[src/rtl/rsup_pkg.sv]
package rsup_pkg;

  // Counter width that can hold the value n.
  function automatic int cnt_width(input int n);
    int w;
    w = $clog2(n + 1);
    return (w < 1) ? 1 : w;
  endfunction

  // Reset causes gathered in one place.
  typedef struct packed {
    logic supply_lost;
    logic manual;
    logic wdog;
  } cause_t;

endpackage

[src/rtl/rsup_sync.sv]
module rsup_sync #(
  parameter int   STAGES  = 2,
  parameter logic RST_VAL = 1'b0
) (
  input  logic clk,
  input  logic rst,
  input  logic d_i,
  output logic q_o
);

  logic [STAGES-1:0] chain;

  generate
    if (STAGES == 1) begin : g_single
      always_ff @(posedge clk) begin
        if (rst) chain <= RST_VAL;
        else     chain <= d_i;
      end
    end else begin : g_multi
      always_ff @(posedge clk) begin
        if (rst) chain <= {STAGES{RST_VAL}};
        else     chain <= {chain[STAGES-2:0], d_i};
      end
    end
  endgenerate

  assign q_o = chain[STAGES-1];

endmodule

[src/rtl/rsup_wdog.sv]
module rsup_wdog #(
  parameter int TIMEOUT = 80_000_000,
  parameter int CW      = rsup_pkg::cnt_width(TIMEOUT)
) (
  input  logic          clk,
  input  logic          rst,
  input  logic          en_i,
  input  logic          kick_s_i,
  input  logic          hold_i,
  output logic          expire_o,
  output logic [CW-1:0] cnt_o
);

  localparam logic [CW-1:0] LAST = CW'(TIMEOUT - 1);

  logic          kick_d;
  logic          kick_edge;
  logic [CW-1:0] cnt_q;

  always_ff @(posedge clk) begin
    if (rst) kick_d <= 1'b0;
    else     kick_d <= kick_s_i;
  end

  assign kick_edge = kick_s_i ^ kick_d;
  assign expire_o  = en_i && !hold_i && !kick_edge && (cnt_q == LAST);

  always_ff @(posedge clk) begin
    if (rst)
      cnt_q <= '0;
    else if (hold_i || !en_i || kick_edge || expire_o)
      cnt_q <= '0;
    else
      cnt_q <= cnt_q + 1'b1;
  end

  assign cnt_o = cnt_q;

endmodule

[src/rtl/rsup_recovery.sv]
module rsup_recovery #(
  parameter int PERIOD = 10_000_000,
  parameter int CW     = rsup_pkg::cnt_width(PERIOD)
) (
  input  logic          clk,
  input  logic          rst,
  input  logic          cause_i,
  output logic          act_o,
  output logic          act_n_o,
  output logic [CW-1:0] cnt_o
);

  localparam logic [CW-1:0] LAST = CW'(PERIOD - 1);

  logic          act_q;
  logic          act_n_q;
  logic [CW-1:0] cnt_q;

  always_ff @(posedge clk) begin
    if (rst) begin
      act_q   <= 1'b1;
      act_n_q <= 1'b0;
      cnt_q   <= '0;
    end else if (cause_i) begin
      act_q   <= 1'b1;
      act_n_q <= 1'b0;
      cnt_q   <= '0;
    end else if (act_q) begin
      if (cnt_q == LAST) begin
        act_q   <= 1'b0;
        act_n_q <= 1'b1;
        cnt_q   <= '0;
      end else begin
        cnt_q   <= cnt_q + 1'b1;
      end
    end
  end

  assign act_o   = act_q;
  assign act_n_o = act_n_q;
  assign cnt_o   = cnt_q;

endmodule

[src/rtl/rsup_seq.sv]
module rsup_seq #(
  parameter int REC_CYCLES  = 10_000_000,
  parameter int WDT_CYCLES  = 80_000_000,
  parameter int SYNC_STAGES = 2
) (
  input  logic clk,
  input  logic rst,
  input  logic supply_ok_i,
  input  logic mrst_n_i,
  input  logic wdt_en_i,
  input  logic kick_i,
  output logic reset_o,
  output logic reset_n_o
);

  import rsup_pkg::*;

  localparam int REC_W = cnt_width(REC_CYCLES);
  localparam int WDT_W = cnt_width(WDT_CYCLES);

  logic             mrst_n_s;
  logic             kick_s;
  logic             wdt_expire;
  logic [REC_W-1:0] rec_cnt;
  logic [WDT_W-1:0] wdt_cnt;
  cause_t           cause;
  logic             any_cause;
  logic             act;
  logic             act_n;

  rsup_sync #(.STAGES(SYNC_STAGES), .RST_VAL(1'b1)) u_sync_mrst (
    .clk (clk), .rst (rst), .d_i (mrst_n_i), .q_o (mrst_n_s)
  );

  rsup_sync #(.STAGES(SYNC_STAGES), .RST_VAL(1'b0)) u_sync_kick (
    .clk (clk), .rst (rst), .d_i (kick_i), .q_o (kick_s)
  );

  rsup_wdog #(.TIMEOUT(WDT_CYCLES), .CW(WDT_W)) u_wdog (
    .clk      (clk),
    .rst      (rst),
    .en_i     (wdt_en_i),
    .kick_s_i (kick_s),
    .hold_i   (act),
    .expire_o (wdt_expire),
    .cnt_o    (wdt_cnt)
  );

  always_comb begin
    cause.supply_lost = !supply_ok_i;
    cause.manual      = !mrst_n_s;
    cause.wdog        = wdt_expire;
  end

  assign any_cause = |cause;

  rsup_recovery #(.PERIOD(REC_CYCLES), .CW(REC_W)) u_rec (
    .clk     (clk),
    .rst     (rst),
    .cause_i (any_cause),
    .act_o   (act),
    .act_n_o (act_n),
    .cnt_o   (rec_cnt)
  );

  assign reset_o   = act;
  assign reset_n_o = act_n;

endmodule

[config.mk]
export PLATFORM = sky130hd
export DESIGN_NAME = rsup_seq
export DESIGN_NICKNAME = d
export VERILOG_FILES = /design/src/rtl/rsup_pkg.sv /design/src/rtl/rsup_sync.sv /design/src/rtl/rsup_wdog.sv /design/src/rtl/rsup_recovery.sv /design/src/rtl/rsup_seq.sv
export SDC_FILE = /design/constraint.sdc
export NUM_CORES = 1
export LEC_CHECK = 0
export ABC_CLOCK_PERIOD_IN_PS = 2500
export CELL_PAD_IN_SITES_DETAIL_PLACEMENT = 0
export CELL_PAD_IN_SITES_GLOBAL_PLACEMENT = 1
export CORE_MARGIN = 4
export CORE_UTILIZATION = 40
export CTS_BUF_LIST = sky130_fd_sc_hd__clkbuf_8
export DETAILED_ROUTE_END_ITERATION = 8
export MAX_ROUTING_LAYER = met4
export PLACE_DENSITY_LB_ADDON = 0.15
export SLEW_MARGIN = 20
export SYNTH_ARGS = -nofsm -noshare
export SYNTH_HDL_FRONTEND = slang
export SYNTH_SLANG_ARGS = --single-unit
[constraint.sdc]
create_clock -name clk -period 2.5 [get_ports clk]
set_input_delay 0.375 -clock clk [delete_from_list [all_inputs] [get_ports clk]]
set_output_delay 0.375 -clock clk [all_outputs]
set_load 0.03 [all_outputs]
[Word-level counts from Yosys, hierarchy flattened]
Index checks and enable logic that the tools add are counted.
Word-level totals
  register bits after elaboration: 58
  logic and storage cells: 29
  output and inout bits: 2
Operators by class
  $add $sub $neg: 2
  bitwise operators: 1
  eq/ne operators: 2
  multiplexer cells: 3
  reduce and logical (&&, ||, !) cells: 14
Operators with widths (count)
  $add A27 B1 Y27 const B: 1
  $eq A27 B27 Y1 const B: 1
  $add A24 B1 Y24 const B: 1
  $eq A24 B24 Y1 const B: 1
  $mux W24: 1
  $logic_not A1 Y1: 5
  $reduce_or A4 Y1: 1
  $logic_and A1 B1 Y1: 3
  $logic_or A1 B1 Y1: 3
  $mux W1: 2
  $reduce_and A2 Y1: 1
  $reduce_or A2 Y1: 1
  $xor A1 B1 Y1: 1

[Depth between registers and ports, before layout]
Gate-level depths: netlist of the first run.
  word-level depth: 6
  mapped depth: 7
  depth with buffers taken out: 6

[By module]
Synthesis of the first run repeated with hierarchy kept, for this count alone.
Unflattened totals
  cell total of the unflattened synthesis: 321
  area, all modules: 2907.8 sq um
Modules (own cells, without submodules)
  rsup_wdog: area each 1506.4 sq um, cells an instance 168, times used 1
  rsup_recovery: area each 1288.7 sq um, cells an instance 144, times used 1
  rsup_sync: area each 52.6 sq um, cells an instance 4, times used 2
  rsup_seq: area each 7.5 sq um, cells an instance 1, times used 1

[Worst setup path after synthesis of the first run]
Ideal clock, no wire load.
  kind: flip-flop to flip-flop
  start point: reg u_rec.cnt_q[0], in the netlist u_rec.cnt_o[0]
  end point: reg u_rec.cnt_q[10], in the netlist u_rec.cnt_o[10]
  period minus slack after synthesis: 1.753 ns
  arrival time: 1.638 ns
  data required time: 2.385 ns
  path slack: 0.747 ns
  library setup time: 0.115 ns
  path buffers: 1
  cell stages (with the launch flop): 8
  cells stage by stage: dfxtp_1 -> ha_1 -> nor4bb_1 -> nand2_1 -> or4_4 -> nand3_2 -> buf_6 -> nor2_1
On the way
  cells in the longest elaborated chain, start to end: 2
  elaborated cells between the ends (all ways): 3
  those cells by class: add/sub: 1; eq/ne: 1; mux: 1
RTL lines
  start: declaration: RTL line rsup_recovery.sv:17  | logic [CW-1:0] cnt_q;
  start signal: assignment: RTL line rsup_recovery.sv:34  | cnt_q <= cnt_q + 1'b1;
  $add A24 B1 Y24 / $eq A24 B24 Y1 (equally long branches): RTL line rsup_recovery.sv:34, rsup_recovery.sv:29
  $mux W24 (*): RTL line rsup_recovery.sv:29  | if (cnt_q == LAST) begin
Mark *: on every way between the ends. The rest lies on a longest branch, timed or not.
A chain may end at the register's enable or synchronous reset.

[Worst setup path after layout of the first run]
Ends and elaborated chain as after synthesis.

==> flow_summary.json, run 1 <==
{
  "pwr-share-seq_pct": 47.4,
  "ff2ff_setup_slack_ps": 430,
  "power.leakage_uw": 0.000948,
  "drv_cap": 0,
  "min_period_over_period_pct": 82.9,
  "rows": 29,
  "switchingPower_uw": 380,
  "syn_area_per_cell_um2": 8.89,
  "r2r_end": "u_rec.cnt_o[10]",
  "synth_area_mm2": 0.00260,
  "met1_usage_pct": 20.3,
  "cts_setup_buffers": 0,
  "final.min_clock_period_ps": 2070,
  "finClkSkew_ps": 10.9,
  "fillers": 617,
  "met2_usage_pct": 18.8,
  "grt.total_usage_pct": 14.4,
  "max_slew_margin_pct": 58.2,
  "grt.busiest_layer": "met1",
  "synth_edf_count": 0,
  "rsz0062_at_grt": "no",
  "hpwl_mm": 3.18,
  "postSynthCellCount": 292,
  "drtAntennaViolNets": 0,
  "endpoint": "u_rec.cnt_o[10]",
  "drc_errors": 0,
  "root_buffer": "clkbuf_8",
  "switching_share_pct": 19.3,
  "cts_buffers": 9,
  "maxSlewViolCount": 0,
  "drive_gt1_share_pct": 11.1,
  "clock_sinks": 58,
  "worst_ir_drop_vdd_mv": 0.324,
  "synth.distinct_cells": 37,
  "clk_latency_ps": 330,
  "layoutNonFillerInstCount": 384,
  "grt_overflow": 0,
  "drt-initial-drc-count": 68,
  "fp.dieW_um": 88.6,
  "critPathKind": "reg -> reg",
  "dr_total_vias": 1888,
  "r2r-start": "u_rec.cnt_o[0]",
  "synth_warnings": 0,
  "dieArea_mm2": 0.00784,
  "wl_per_cell_um": 12.1,
  "cts_tree": "yes",
  "routed_wl_mm": 4.65,
  "fmax_ghz": 0.482,
  "dp_cells": 368,
  "firstDrtPassIters": 4,
  "first_global_vias": 1803,
  "vias_per_cell": 4.92,
  "p_int_uw": 1580,
  "initial_core_util_pct": 41.1,
  "syn_to_final_growth_pct": 13.4,
  "power_density_mw_per_mm2": 667,
  "clkPwrFrac_pct": 51.2,
  "antennaDiodeCount": 0,
  "tns_ps": 0,
  "worst_pin_slew_ps": 621,
  "numPortBuffers": 7,
  "antenna_found_initial": 0,
  "nNetsFinal": 310,
  "start_kind": "flop",
  "cts_max_level": 3,
  "worstSetupStartpoint": "u_rec.cnt_o[0]",
  "path_clk_slew_ps": 60,
  "crit_arrival_ps": 2270,
  "ff2ff_path_depth": 6,
  "combPwrFrac_pct": 1.4,
  "syn_nets": 300,
  "synth_ff_type": "dfxtp_1",
  "grt_use_met3_pct": 5.03,
  "setup_viol": 0,
  "clock_path_buffers": 2,
  "hold_viol": 0,
  "yosysSeqAreaShare_pct": 44.7,
  "ys_async_sr_fraction_pct": 0,
  "hp-class": "reg -> reg",
  "fin_hold_ws_ps": 412,
  "core_area_mm2": 0.00631,
  "synth_seq_cells": 58,
  "fp.dieH_um": 88.6,
  "crit_fanout": 21,
  "gp_congestion": 0.741,
  "cts_resized": 0,
  "outcome": "finished, final reports clean",
  "num_io_pins": 8,
  "postCtsHoldBufs": 0,
  "cp.required_ps": 2700,
  "grt_pass1_wl_mm": 8.47,
  "grt_max_degree": 26,
  "end_kind": "flop"
}
[metal layers]
layer	share of wire [%]	vias up
met3	3.1	7
met4	2.0	0
met2	41	22
met5	0	-
met1	54	850
li1	-	1009
[synthesized netlist by cell type (2+ instances only)]
| cell | number | area [um^2] |
|---|---|---|
| and2_1 | 2 | 12.5 |
| and3_1 | 5 | 31.3 |
| and4_1 | 2 | 17.5 |
| and4_2 | 2 | 20.0 |
| buf_2 | 2 | 10.0 |
| buf_6 | 3 | 33.8 |
| clkbuf_1 | 2 | 7.51 |
| dfxtp_1 | 58 | 1160 |
| ha_1 | 2 | 25.0 |
| inv_1 | 6 | 22.5 |
| nand2_1 | 26 | 97.6 |
| nand3_1 | 18 | 90.1 |
| nand4_1 | 13 | 81.3 |
| nand4_2 | 2 | 25.0 |
| nor2_1 | 59 | 221 |
| nor2_2 | 4 | 25.0 |
| nor2b_1 | 4 | 25.0 |
| nor3_1 | 7 | 35.0 |
| nor4_1 | 7 | 43.8 |
| nor4_4 | 2 | 42.5 |
| nor4b_1 | 3 | 26.3 |
| or2_2 | 2 | 12.5 |
| xnor2_1 | 26 | 228 |
| xor2_1 | 22 | 193 |
[cells in the final DEF, fill, tap and decap left out, types with 3 or more instances in the layout]
cell,synthesis,final
nand3_1,18,18
xnor2_1,26,26
clkbuf_8,0,12
clkdlybuf4s50_1,0,7
nor3_1,7,7
nor4_1,7,7
dfxtp_1,58,58
nor4b_1,3,3
inv_1,6,6
nor2b_1,4,4
xor2_1,22,22
nor2_1,59,59
and3_1,5,5
nand4_1,13,13
nand2_1,26,26
nor2_2,4,4
[worst max-delay path, stage by stage (launching register included)]
cell      delay, ps
dfxtp_1         370
ha_1            200
nor4bb_1        270
nand2_1         120
or4_4           510
nand3_2         360
nor2_1           90
[power by group through the flow]
stage          Combinational [uW]  Sequential, uW  Clock (uW)
6_report                     26.9             931        1000
5_1_grt                      30.4             931        1090
4_1_cts                      27.5             931        1030
3_5_place_dp                 27.4             952           0
3_3_place_gp                 27.6             952           0
2_1_floorplan                18.8             952           0
[layout make-up]
type                            instances  area, um^2  area share, %
Sequential cell                        58        1160           39.4
Clock inverter                          4        72.6           2.46
Clock buffer                           12         165           5.61
Inverter                                6        22.5          0.765
Tap cell                               77        96.3           3.27
Timing Repair Buffer                    8        77.6           2.63
Multi-Input combinational cell        219        1350           45.8
[how the worst min path moves through the flow]
stage | from | end | slack [ps] | cells past startpoint
after floorplan | u_sync_mrst.chain[0] | u_sync_mrst.chain[1] | 390 | 1
after global placement | u_sync_mrst.chain[0] | u_sync_mrst.chain[1] | 400 | 1
after detailed placement | u_sync_mrst.chain[0] | u_sync_mrst.chain[1] | 400 | 1
after CTS | u_sync_mrst.chain[0] | u_sync_mrst.chain[1] | 420 | 1
after global routing | u_sync_mrst.chain[0] | u_sync_mrst.chain[1] | 440 | 1
final | u_sync_mrst.chain[0] | u_sync_mrst.chain[1] | 410 | 1
[sequential cells by signal (all words and copies together), names as in the netlist]
name	cells
u_wdog.cnt_o	27
u_rec.cnt_o	24
u_sync_kick.chain	2
u_sync_mrst.chain	2
u_rec.act_n_o	1
u_rec.act_o	1
u_wdog.kick_d	1
[cells by family (layout without fill, tap and decap cells)]
family | after synthesis | count (layout) | synth area share (%)
AOI/OAI and AO/OA | 4 | 4 | 1.16
xor gates and xnor gates | 48 | 48 | 16.2
adders and majority gates | 2 | 2 | 0.964
buffers and inverters | 15 | 30 | 3.33
DFF | 58 | 58 | 44.7
muxes | 1 | 1 | 0.434
and+or+nand+nor | 164 | 164 | 33.2
[stage by stage]
| step | setup slack (ps) | total power (uW) | utilization, % | instance area (um^2) |
|---|---|---|---|---|
| finish | 427 | 1960 | 46.6 | 2940 |
| detailed placement | 462 | 979 | 42.9 | 2710 |
| CTS | 426 | 1990 | 46.6 | 2940 |
| global placement | 494 | 980 | 42.9 | 2710 |
| global route | 221 | 2050 | 46.6 | 2940 |
| floorplan | 747 | 970 | - | 2600 |
(Power assumes the default switching activity.)
==> inputs of run 2 (changes only) <==
Settings changed: ABC_CLOCK_PERIOD_IN_PS 2500 to 2100.
Clock period 2.5 ns to 2.1 ns, I/O delays scaled along.
==> run 2 against run 1 <==
Wire length up 3.7%. Clock skew down 2.1 ps. Die area unchanged. Power up 24%. Cell count up 2.6%. Via count up 2.1%. Sequential cell count unchanged. Maximum frequency up 5.7%. Critical endpoint is now u_rec.cnt_o[9]. First-iteration DRC count up 66%. Critical path depth up 1.
==> flow_summary.json, run 2 (synthesized netlist as in run 1, its figures left out) <==
{
  "drtAntennaViolNets": 0,
  "cp.required_ps": 2320,
  "nNetsFinal": 320,
  "drv_cap": 0,
  "critPathBufInv": 1,
  "fmax_ghz": 0.510,
  "fp.dieW_um": 88.6,
  "wl_met2_mm": 1.85,
  "numPortBuffers": 7,
  "finClkSkew_ps": 8.80,
  "grt.total_usage_pct": 14.9,
  "drt-initial-drc-count": 113,
  "dr.max_layer_used": "met4",
  "slowest_stage": "or4_4",
  "cp.depth": 7,
  "rsz0062_at_grt": "no",
  "layoutNonFillerInstCount": 394,
  "maxSlewViolCount": 0,
  "min_period_over_period_pct": 93.4,
  "crit_family": "simple AND/OR/NAND/NOR gates",
  "start_kind": "flop",
  "vias_per_cell": 4.89,
  "fin_area_mm2": 0.00305,
  "crit_chain": "ha_1 > nor4bb_1 > nand2_1 > or4_4 > nand3_2 > buf_12 > nor2_1",
  "first_global_vias": 1820,
  "final.min_clock_period_ps": 1960,
  "crit_fanout": 15,
  "worstSetupStartpoint": "u_rec.cnt_o[0]",
  "endpoint": "u_rec.cnt_o[9]",
  "worst_ir_drop_vdd_mv": 0.470,
  "pre_cts_ws_ps": 144,
  "grt_pass1_wl_mm": 8.74,
  "worst_pin_slew_ps": 529,
  "syn_to_final_growth_pct": 17.3,
  "antenna_found_initial": 0,
  "gp_congestion": 0.764,
  "crit_arrival_ps": 2190,
  "wl_met3_um": 158,
  "cts_max_level": 3,
  "hp-class": "reg -> reg",
  "initial_core_util_pct": 41.1,
  "r2r_end": "u_rec.cnt_o[9]",
  "power.leakage_uw": 0.00101,
  "wl_per_cell_um": 12.2,
  "fp.dieH_um": 88.6,
  "drc_errors": 0,
  "largest_reg_flops": 27,
  "core_area_mm2": 0.00631,
  "dr_total_vias": 1928,
  "ff2ff_setup_slack_ps": 140,
  "cts_buffers": 9,
  "min_path_cells": 1,
  "fin_ws_ps": 139,
  "grt_overflow": 0,
  "dp_cells": 378,
  "antennaDiodeCount": 0,
  "hold_viol": 0,
  "postCtsHoldBufs": 0,
  "final_cell_mix": "59 x nor2_1, 58 x dfxtp_1, 26 x nand2_1, 26 x xnor2_1, 22 x xor2_1",
  "tns_ps": 0,
  "end_kind": "flop",
  "power_density_mw_per_mm2": 798,
  "post_dp_cell_area_mm2": 0.00279,
  "fillers": 643,
  "critPathMaxStageDelay_ps": 500,
  "grt_max_degree": 16,
  "r2r-start": "u_rec.cnt_o[0]",
  "cts_tree": "yes",
  "layout_commonest_cell": "nor2_1",
  "critPathKind": "reg -> reg",
  "cts_resized": 0,
  "max_slew_margin_pct": 64.5,
  "rows": 29,
  "m1WireLength_mm": 2.73,
  "dieArea_mm2": 0.00784,
  "num_io_pins": 8,
  "firstDrtPassIters": 4,
  "path_clk_slew_ps": 70,
  "hpwl_mm": 3.43,
  "fin_hold_ws_ps": 410,
  "drive_gt1_share_pct": 13.9,
  "clock_sinks": 58,
  "routed_wl_mm": 4.82,
  "outcome": "finished, final reports clean",
  "cts_setup_buffers": 0,
  "clock_path_buffers": 2,
  "setup_viol": 0,
  "root_buffer": "clkbuf_8",
  "clk_latency_ps": 330,
  "ff2ff_path_depth": 7
}
-- run 2: layout make-up --
cell class | instances | area [um^2] | area share [%]
clock buffer | 11 | 151 | 4.97
clock inverter | 5 | 100 | 3.29
inverter | 6 | 22.5 | 0.740
multi-input combinational | 219 | 1350 | 44.3
sequential | 58 | 1160 | 38.1
tap | 77 | 96.3 | 3.16
timing repair buffer | 18 | 165 | 5.42
-- run 2: through the flow --
stage | power [uW] | utilization (%)
detailed placement | 1170 | 44.3
global placement | 1170 | 44.3
finish | 2430 | 48.2
global route | 2530 | 48.2
CTS | 2460 | 48.2
floorplan | 1160 | -
-- run 2: how the worst min path moves through the flow --
| stage | slack (ps) | end | from |
|---|---|---|---|
| 6_report | 410 | u_sync_mrst.chain[1] | u_sync_mrst.chain[0] |
| 5_1_grt | 440 | u_sync_mrst.chain[1] | u_sync_mrst.chain[0] |
| 4_1_cts | 420 | u_sync_mrst.chain[1] | u_sync_mrst.chain[0] |
| 3_5_place_dp | 400 | u_sync_mrst.chain[1] | u_sync_mrst.chain[0] |
| 3_3_place_gp | 390 | u_sync_mrst.chain[1] | u_sync_mrst.chain[0] |
| 2_1_floorplan | 390 | u_sync_kick.chain[0] | rst |
-- run 2: where the power goes --
group          switching (uW)  internal (uW)
clock                     435            849
sequential               2.78           1110
combinational            16.6           20.2
total                     455           1970
-- run 2: routing by layer --
layer / vias up / track usage, %
met2: 24 / 18.2
met4: 0 / 6.59
li1: 1022 / -
met3: 9 / 3.91
met1: 873 / 22.3
met5: - / -
